`src/rtl/tdd_rb_pkg.sv`:
```
package tdd_rb_pkg;
  // Strobes from the control to one buffer datapath for one cycle
  typedef struct packed {
    logic push;  // store the incoming byte
    logic pop;   // remove the head byte and present it
    logic emit;  // an output slot occurs (data or fill)
  } fifoStb_t;
endpackage

```
`src/rtl/rb_fifo.sv`:
```
module rb_fifo
  import tdd_rb_pkg::*;
#(
  parameter int DEPTH  = 125,
  parameter int DATA_W = 8,
  localparam int CNT_W = $clog2(DEPTH + 1),
  localparam int PTR_W = (DEPTH > 1) ? $clog2(DEPTH) : 1
) (
  input  logic              clk,
  input  logic              rst_n,
  input  fifoStb_t          stb,
  input  logic [DATA_W-1:0] wrData,
  output logic              outValid,
  output logic [DATA_W-1:0] outData,
  output logic [CNT_W-1:0]  count,
  output logic              full,
  output logic              empty
);
  logic [DATA_W-1:0] store [DEPTH];
  logic [PTR_W-1:0]  wrPtr;
  logic [PTR_W-1:0]  rdPtr;

  function automatic logic [PTR_W-1:0] advance(input logic [PTR_W-1:0] p);
    return (p == PTR_W'(DEPTH - 1)) ? '0 : p + 1'b1;
  endfunction

  always_ff @(posedge clk) begin
    if (stb.push) store[wrPtr] <= wrData;
  end

  always_ff @(posedge clk) begin
    if (!rst_n) begin
      wrPtr    <= '0;
      rdPtr    <= '0;
      count    <= '0;
      outValid <= 1'b0;
      outData  <= '0;
    end else begin
      if (stb.push) wrPtr <= advance(wrPtr);
      if (stb.pop)  rdPtr <= advance(rdPtr);
      unique case ({stb.push, stb.pop})
        2'b10:   count <= count + 1'b1;
        2'b01:   count <= count - 1'b1;
        default: count <= count;
      endcase
      outValid <= stb.emit;
      outData  <= stb.pop ? store[rdPtr] : '0;
    end
  end

  assign full  = (count == CNT_W'(DEPTH));
  assign empty = (count == '0);
endmodule

```
`src/rtl/rb_ctrl.sv`:
```
module rb_ctrl
  import tdd_rb_pkg::*;
#(
  parameter int DEPTH = 125,
  localparam int CNT_W = $clog2(DEPTH + 1)
) (
  input  logic             clk,
  input  logic             rst_n,
  input  logic             slowEn,
  input  logic             fastEn,
  input  logic             activeWin,
  input  logic             txInValid,
  input  logic             rxInValid,
  input  logic             rxInIdle,
  input  logic [CNT_W-1:0] rxThresh,
  input  logic             txFull,
  input  logic             txEmpty,
  input  logic             rxFull,
  input  logic             rxEmpty,
  input  logic [CNT_W-1:0] rxCount,
  output fifoStb_t         txStb,
  output fifoStb_t         rxStb,
  output logic             txIdleFlag,
  output logic             txOvf,
  output logic             rxOvf,
  output logic             rxUdf
);
  logic burstSlot;
  logic rxStarted;
  logic txWant, rxWant, rxMustRead;
  logic txOvfEvt, rxOvfEvt, rxUdfEvt;

  always_comb begin
    burstSlot  = fastEn & activeWin;
    txWant     = slowEn & txInValid;
    rxWant     = burstSlot & rxInValid & ~rxInIdle;
    rxMustRead = slowEn & rxStarted;

    txStb.emit = burstSlot;
    txStb.pop  = burstSlot & ~txEmpty;
    txStb.push = txWant & (~txFull | txStb.pop);
    txOvfEvt   = txWant & txFull & ~txStb.pop;

    rxStb.pop  = rxMustRead & ~rxEmpty;
    rxStb.emit = rxStb.pop;
    rxStb.push = rxWant & (~rxFull | rxStb.pop);
    rxOvfEvt   = rxWant & rxFull & ~rxStb.pop;
    rxUdfEvt   = rxMustRead & rxEmpty;
  end

  always_ff @(posedge clk) begin
    if (!rst_n) begin
      rxStarted  <= 1'b0;
      txIdleFlag <= 1'b0;
      txOvf      <= 1'b0;
      rxOvf      <= 1'b0;
      rxUdf      <= 1'b0;
    end else begin
      rxStarted  <= rxStarted | (rxCount >= rxThresh);
      txIdleFlag <= burstSlot & txEmpty;
      txOvf      <= txOvf | txOvfEvt;
      rxOvf      <= rxOvf | rxOvfEvt;
      rxUdf      <= rxUdf | rxUdfEvt;
    end
  end
endmodule

```
`src/rtl/tdd_rate_buffer.sv`:
```
module tdd_rate_buffer
  import tdd_rb_pkg::*;
#(
  parameter int DEPTH  = 125,
  parameter int DATA_W = 8,
  localparam int CNT_W = $clog2(DEPTH + 1)
) (
  input  logic              clk,
  input  logic              rst_n,
  input  logic              slowEn,
  input  logic              fastEn,
  input  logic              activeWin,
  input  logic              txInValid,
  input  logic [DATA_W-1:0] txInData,
  output logic              txOutValid,
  output logic              txOutIdle,
  output logic [DATA_W-1:0] txOutData,
  output logic [CNT_W-1:0]  txCount,
  output logic              txOverflow,
  input  logic              rxInValid,
  input  logic              rxInIdle,
  input  logic [DATA_W-1:0] rxInData,
  input  logic [CNT_W-1:0]  rxThresh,
  output logic              rxOutValid,
  output logic [DATA_W-1:0] rxOutData,
  output logic [CNT_W-1:0]  rxCount,
  output logic              rxOverflow,
  output logic              rxUnderflow
);
  fifoStb_t txStb, rxStb;
  logic txFull, txEmpty, rxFull, rxEmpty;

  rb_ctrl #(.DEPTH(DEPTH)) u_ctrl (
    .clk(clk), .rst_n(rst_n), .slowEn(slowEn), .fastEn(fastEn),
    .activeWin(activeWin), .txInValid(txInValid), .rxInValid(rxInValid),
    .rxInIdle(rxInIdle), .rxThresh(rxThresh), .txFull(txFull),
    .txEmpty(txEmpty), .rxFull(rxFull), .rxEmpty(rxEmpty),
    .rxCount(rxCount), .txStb(txStb), .rxStb(rxStb),
    .txIdleFlag(txOutIdle), .txOvf(txOverflow), .rxOvf(rxOverflow),
    .rxUdf(rxUnderflow)
  );

  rb_fifo #(.DEPTH(DEPTH), .DATA_W(DATA_W)) u_txBuf (
    .clk(clk), .rst_n(rst_n), .stb(txStb), .wrData(txInData),
    .outValid(txOutValid), .outData(txOutData), .count(txCount),
    .full(txFull), .empty(txEmpty)
  );

  rb_fifo #(.DEPTH(DEPTH), .DATA_W(DATA_W)) u_rxBuf (
    .clk(clk), .rst_n(rst_n), .stb(rxStb), .wrData(rxInData),
    .outValid(rxOutValid), .outData(rxOutData), .count(rxCount),
    .full(rxFull), .empty(rxEmpty)
  );
endmodule

```
`config.mk`:
```
export PLATFORM = sky130hd
export DESIGN_NAME = tdd_rate_buffer
export DESIGN_NICKNAME = d
export VERILOG_FILES = /design/src/rtl/tdd_rb_pkg.sv /design/src/rtl/rb_fifo.sv /design/src/rtl/rb_ctrl.sv /design/src/rtl/tdd_rate_buffer.sv
export SDC_FILE = /design/constraint.sdc
export NUM_CORES = 2
export LEC_CHECK = 0
export BUFFER_PORTS_ARGS = -buffer_cell sky130_fd_sc_hd__buf_2
export CAP_MARGIN = 0
export CORE_UTILIZATION = 56
export CTS_BUF_LIST = sky130_fd_sc_hd__clkbuf_8
export DETAILED_ROUTE_END_ITERATION = 10
export PLACE_DENSITY = 0.81
export SYNTH_ARGS = -nofsm -noshare
export SYNTH_HDL_FRONTEND = slang
export SYNTH_SLANG_ARGS = --single-unit
```
`constraint.sdc`:
```
create_clock -name clk -period 3.5 [get_ports clk]
set_input_delay 0.7 -clock clk [delete_from_list [all_inputs] [get_ports clk]]
set_output_delay 0.7 -clock clk [all_outputs]
set_load 0.03 [all_outputs]
```
### Word-level counts from Yosys, hierarchy flattened

Memory sizes are Yosys's and may differ from the RTL's. A register that Yosys moved wholly into a read port is not among the register bits.
Index checks and enable logic that the tools add are counted.

| operators by class | value |
|---|---|
| add/subtract/negate cells | 8 |
| $lt $le $gt $ge | 1 |
| equal/unequal tests | 10 |
| muxes and demuxes | 10 |
| bitwise gates (word level) | 28 |
| reduce and logical (&&, ||, !) cells | 8 |

Operator list:

| cell | number |
|---|---|
| $add A7 B1 Y7 const B | 6 |
| $eq A7 B7 Y1 const B | 6 |
| $mux W7 | 4 |
| $pmux W7 S2 | 2 |
| $and A1 B1 Y1 | 15 |
| $logic_not A7 Y1 | 2 |
| $sub A7 B1 Y7 const B | 2 |
| $ge A7 B7 Y1 | 1 |
| $not A1 Y1 | 7 |
| $or A1 B1 Y1 | 6 |
| $eq A2 B1 Y1 const B | 2 |
| $eq A2 B2 Y1 const B | 2 |
| $mux W1 | 4 |
| $reduce_and A2 Y1 | 2 |
| $reduce_bool A2 Y1 | 2 |
| $logic_not A1 Y1 | 2 |

| storage, ports and cells | value |
|---|---|
| register bits after elaboration | 49 |
| memory bits (writable) | 2000 |
| output and inout port bits | 36 |
| logic and storage cells | 80 |
| memories | 2 |

Memories:

| memory | depth | bits a word | read ports | clocked after memory_dff | write ports | line | RTL |
|---|---|---|---|---|---|---|---|
| u_rxBuf.store | 125 | 8 | 1 | 1 | 1 | rb_fifo.sv:19 | `logic [DATA_W-1:0] store [DEPTH];` |
| u_txBuf.store | 125 | 8 | 1 | 1 | 1 | rb_fifo.sv:19 |  |

### Logic depth before layout (Yosys ltp)

| logic depth | value |
|---|---|
| depth in word-level cells | 7 |
| depth in mapped cells | 11 |
| depth with buffers taken out | 9 |

### Modules after synthesis

From an unflattened synthesis, not the netlist that was laid out.

| second synthesis, totals | value |
|---|---|
| cell total of the unflattened synthesis | 4375 |
| area total of the unflattened synthesis | 81788.4 um^2 |

By module, submodules not included:

| module | instances | cells each | area each (um^2) | seq. area each (um^2) |
|---|---|---|---|---|
| rb_fifo | 2 | 2164 | 40696.5 | 30629.4 |
| rb_ctrl | 1 | 47 | 395.4 | 100.1 |

### Worst setup path before layout

OpenSTA, ideal clock, no wires.

| timing path | value |
|---|---|
| kind | flip-flop to flip-flop |
| from | reg u_rxBuf.count[3] |
| to | reg u_rxBuf.count[4] |
| setup time | 115 ps |
| data arrival time | 2692 ps |
| data required time | 3385 ps |
| path slack | 693 ps |
| cell stages (with the launch flop) | 10 |
| path buffers | 0 |
| clock period less this slack | 2807 ps |
| cells stage by stage | dfxtp_1 or4_4 o41a_1 nand2_1 xnor2_1 ha_1 or3_1 o31ai_1 xor2_1 and2_1 |

| between the ends | value |
|---|---|
| longest elaborated chain between the ends | 7 |
| elaborated cells between the ends (all ways) | 13 |
| those cells by class | add/sub (2); eq/ne (3); mux (1); bitwise (5); reduce/logical (2) |

Ends and longest elaborated chain:

| element | line | RTL |
|---|---|---|
| start: declaration | rb_fifo.sv:15 | `output logic [CNT_W-1:0] count,` |
| start signal: assignment | rb_fifo.sv:42 | `2'b10: count <= count + 1'b1;` |
| start signal: assignment | rb_fifo.sv:43 | `2'b01: count <= count - 1'b1;` |
| start signal: assignment | rb_fifo.sv:44 | `default: count <= count;` |
| $logic_not A7 Y1 | rb_fifo.sv:52 | `assign empty = (count == '0);` |
| $not A1 Y1 | rb_ctrl.sv:44 | `rxStb.pop = rxMustRead & ~rxEmpty;` |
| $and A1 B1 Y1 | rb_ctrl.sv:44 |  |
| $or A1 B1 Y1 | rb_ctrl.sv:46 | `rxStb.push = rxWant & (~rxFull \| rxStb.pop);` |
| $and A1 B1 Y1 | rb_ctrl.sv:46 |  |
| $eq A2 B1 Y1 / $eq A2 B2 Y1 (equally long branches) | rb_fifo.sv:41 | `unique case ({stb.push, stb.pop})` |
| $pmux W7 S2 / $reduce_bool A2 Y1 (equally long branches) | n/a |  |

Several ways; a longest one is shown, not always the timed one.
A chain may end at the register's enable or synchronous reset.

==> flow_summary.json <==
{
  "drt_first_iter_violations": 6473,
  "drt-wirelength-per-cell_um": 29.0,
  "synth-seq-cells": 2065,
  "synth_xor_area_share_pct": 0.337,
  "dominant_combinational_cell_family_by_area_after_synthesis": "multiplexers",
  "final_area_um2": 91900,
  "postCtsSetupRepairBufs": 0,
  "clk-insertion-delay-late_ns": 1.05,
  "most_common_cell_after_layout_fill_and_taps_aside": "edfxtp_1",
  "leakage_power_figure_nw": 29.0,
  "floorplan.initialDensity_pct": 56.6,
  "required_time_of_the_critical_path_ns": 4.33,
  "post-route-period-util_pct": 94.6,
  "yosysSeqAreaShare_pct": 76.2,
  "placed_area_um2": 85900,
  "yosys.area.top_type_share_pct": 74.6,
  "period_minus_ws_final_ns": 3.31,
  "core.rowCount": 138,
  "floorplan.die_area_um2": 145000,
  "average_vias_per_placed_instance": 6.51,
  "fin_cells": 6745,
  "setup_viol": 0,
  "cp_data_arrival_time_ns": 4.14,
  "grt_start_max_net_pins": 126,
  "grt_antenna_before_repair": 2,
  "synth_top_flop_cell": "edfxtp_1",
  "pwr_dens_nw_per_um2": 537,
  "yosys.area.top_type": "edfxtp_1",
  "place.detailed.hpwl_um": 122000,
  "finalSetupTns_ns": 0,
  "remaining_drc_errors": 0,
  "core_um2": 142000,
  "ys_types": 75,
  "pre_cts_ws_ns": 0.313,
  "synth_area_per_cell_um2": 20.2,
  "layout-area-overhead-vs-synth_pct": 14.2,
  "timing_worst_slew_pin_value_ns": 1.18,
  "gp_routability_congestion": 0.909,
  "placed_cells": 6163,
  "first_global_vias": 44043,
  "ctsLongestPathBuffers": 4,
  "cts_tree": "done",
  "grt.total_usage_pct": 26.9,
  "cp_max_fo": 42,
  "synth_simple_gate_area_share_pct": 3.19,
  "synth.area.mux_share_pct": 14.8,
  "rsz0062_at_grt": "false",
  "synth_compound_gate_area_share_pct": 3.58,
  "count_of_flip_flops_with_a_built_in_enable_after_synthesis": 2000,
  "cts_root_buffer": "clkbuf_8",
  "routed_wl_um": 196000,
  "timing.final.hold_violations": 0,
  "detailroute.via_count": 43901,
  "critPathCaptureType": "flip-flop",
  "total_overflow_reported_by_the_global_router": 0,
  "die_h_um": 381,
  "synth_warnings": 0,
  "relative_slew_margins_pct": 21.5,
  "clock-sinks": 2065,
  "clock.fmax_mhz": 302,
  "final_antenna_net_count": 0,
  "clock_skew_ns": 0.106,
  "ctsHoldBuffers": 3,
  "syn_std_cell_area_um2": 80500,
  "async_reset_ff_share_pct": 0,
  "number_of_iterations_in_the_first_detailed_routing_pass": 8,
  "syn_inst": 3989,
  "fp.dieW_um": 381,
  "synth_adder_area_share_pct": 0.264,
  "syn_nets": 4037,
  "numCtsBuffers": 334,
  "drive_above_1_share_pct": 28.7,
  "maxSlewViolCount": 0,
  "final_net_count": 4660,
  "criticalPathCategory": "reg2reg",
  "floorplan.io_pins": 67,
  "result_of_the_run": "completed",
  "grt_first_pass_wirelength_um": 286000,
  "netlist_top_cells_area": "edfxtp_1 75%, mux4_2 12%, mux2i_1 2.4%",
  "critPathLaunchType": "flip-flop",
  "ir_drop_mv": 0.593,
  "total_power_mw": 49.4,
  "cts.clk_slew.worst_paths_ns": 0.06,
  "cts_htree_levels": 5,
  "hold_class": "in2reg",
  "max_capacitance_violation_count": 0,
  "io_buffers": 66,
  "setup_ws_ns": 0.190,
  "cts_repair_resize_count": 0,
  "most-common-layout-cells": "2,000 x edfxtp_1, 439 x mux4_2, 419 x buf_4, 353 x clkbuf_8, 313 x nor2_1"
}
==> state kept, by name, summed over array words and instances, names as in the netlist <==
register and flops:
u_txBuf.rdPtr 7, u_ctrl.txIdleFlag 1, u_rxBuf.outData 8, u_rxBuf.outValid 1, u_txBuf.outData 8, u_ctrl.rxUdf 1, u_txBuf.store 1000, u_txBuf.count 7
u_rxBuf.store 1000, u_rxBuf.count 7, u_ctrl.txOvf 1, u_ctrl.rxOvf 1, u_txBuf.wrPtr 7, u_rxBuf.rdPtr 7, u_rxBuf.wrPtr 7, u_ctrl.rxStarted 1
u_txBuf.outValid 1
==> cell families after synthesis <==
kind of cell	count (synthesis)
simple gates	577
xor+xnor	31
buf+inv	248
fa+ha+maj	17
mux	641
flops	2065
compound gates	410
==> cell type report <==
cell class	count	area (um^2)
fill	8766	50200
inverter	23	86.3
multi-input combinational	1676	17900
timing repair buffer	512	4230
clock inverter	225	1120
tap	1890	2360
clock buffer	353	4860
sequential	2065	61400
antenna	1	2.50
==> path summary, 6_finish.rpt <==
path,to,slack [ns],cells past startpoint,from
worst max-delay path,u_txBuf.outData[4]$_SDFF_PN0_,0.19,8,u_txBuf.rdPtr[1]$_SDFFE_PN0N_
worst min-delay path,u_txBuf.store[85][5]$_DFFE_PP_,0.13,1,txInData[5]
worst max register to register,u_txBuf.outData[4]$_SDFF_PN0_,0.19,8,u_txBuf.rdPtr[1]$_SDFFE_PN0N_
worst min register to register,u_ctrl.txOvf$_SDFF_PN0_,0.47,2,u_ctrl.txOvf$_SDFF_PN0_
==> metrics by stage <==
stage / utilization (%) / hold WS, ns
6_report: 64.7 / 0.128
3_5_place_dp: 60.5 / 0.456
4_1_cts: 64.7 / 0.0574
5_1_grt: 64.7 / 0.0890
2_1_floorplan: - / 0.510
3_3_place_gp: 60.5 / 0.450
==> cell usage after synthesis, drive strengths merged, types with 19 or more instances <==
library cell and number:
a211oi 57, a21oi 86, a221oi 24, a22o 19, a22oi 41, buf 133
clkbuf 92, dfxtp 65, edfxtp 2000, inv 21, mux2i 191, mux4 439
nand2 93, nand3 39, nor2 316, nor2b 29, o21ai 37, o221ai 33
o22ai 41
==> report_power, final <==
| part | internal, mW | total [mW] | leakage [nW] | switching (mW) |
|---|---|---|---|---|
| combinational | 1.43 | 3.18 | 7.14 | 1.75 |
| clock | 9.80 | 18.9 | 3.39 | 9.14 |
| sequential | 27.1 | 27.3 | 18.5 | 0.113 |
| total | 38.4 | 49.4 | 29.0 | 11.0 |
==> metal layers <==
metal | GRT usage, % | vias up | routed length [um]
met2 | 42.9 | 3417 | 95400
met3 | 6.04 | 590 | 22800
met1 | 35.6 | 22117 | 68600
met4 | 12.7 | 2 | 9140
li1 | - | 17775 | -
met5 | 0 | - | 8
==> worst max-delay path, cell delays in order (launching register included) <==
cell and delay [ns]:
dfxtp_4 0.90, buf_12 0.31, mux4_2 0.34, mux2i_1 0.18
o21ai_0 0.10, a2111oi_0 0.54, a211oi_1 0.17, a211oi_1 0.50
a211oi_1 0.09
Power figures use the tool's default switching activity.
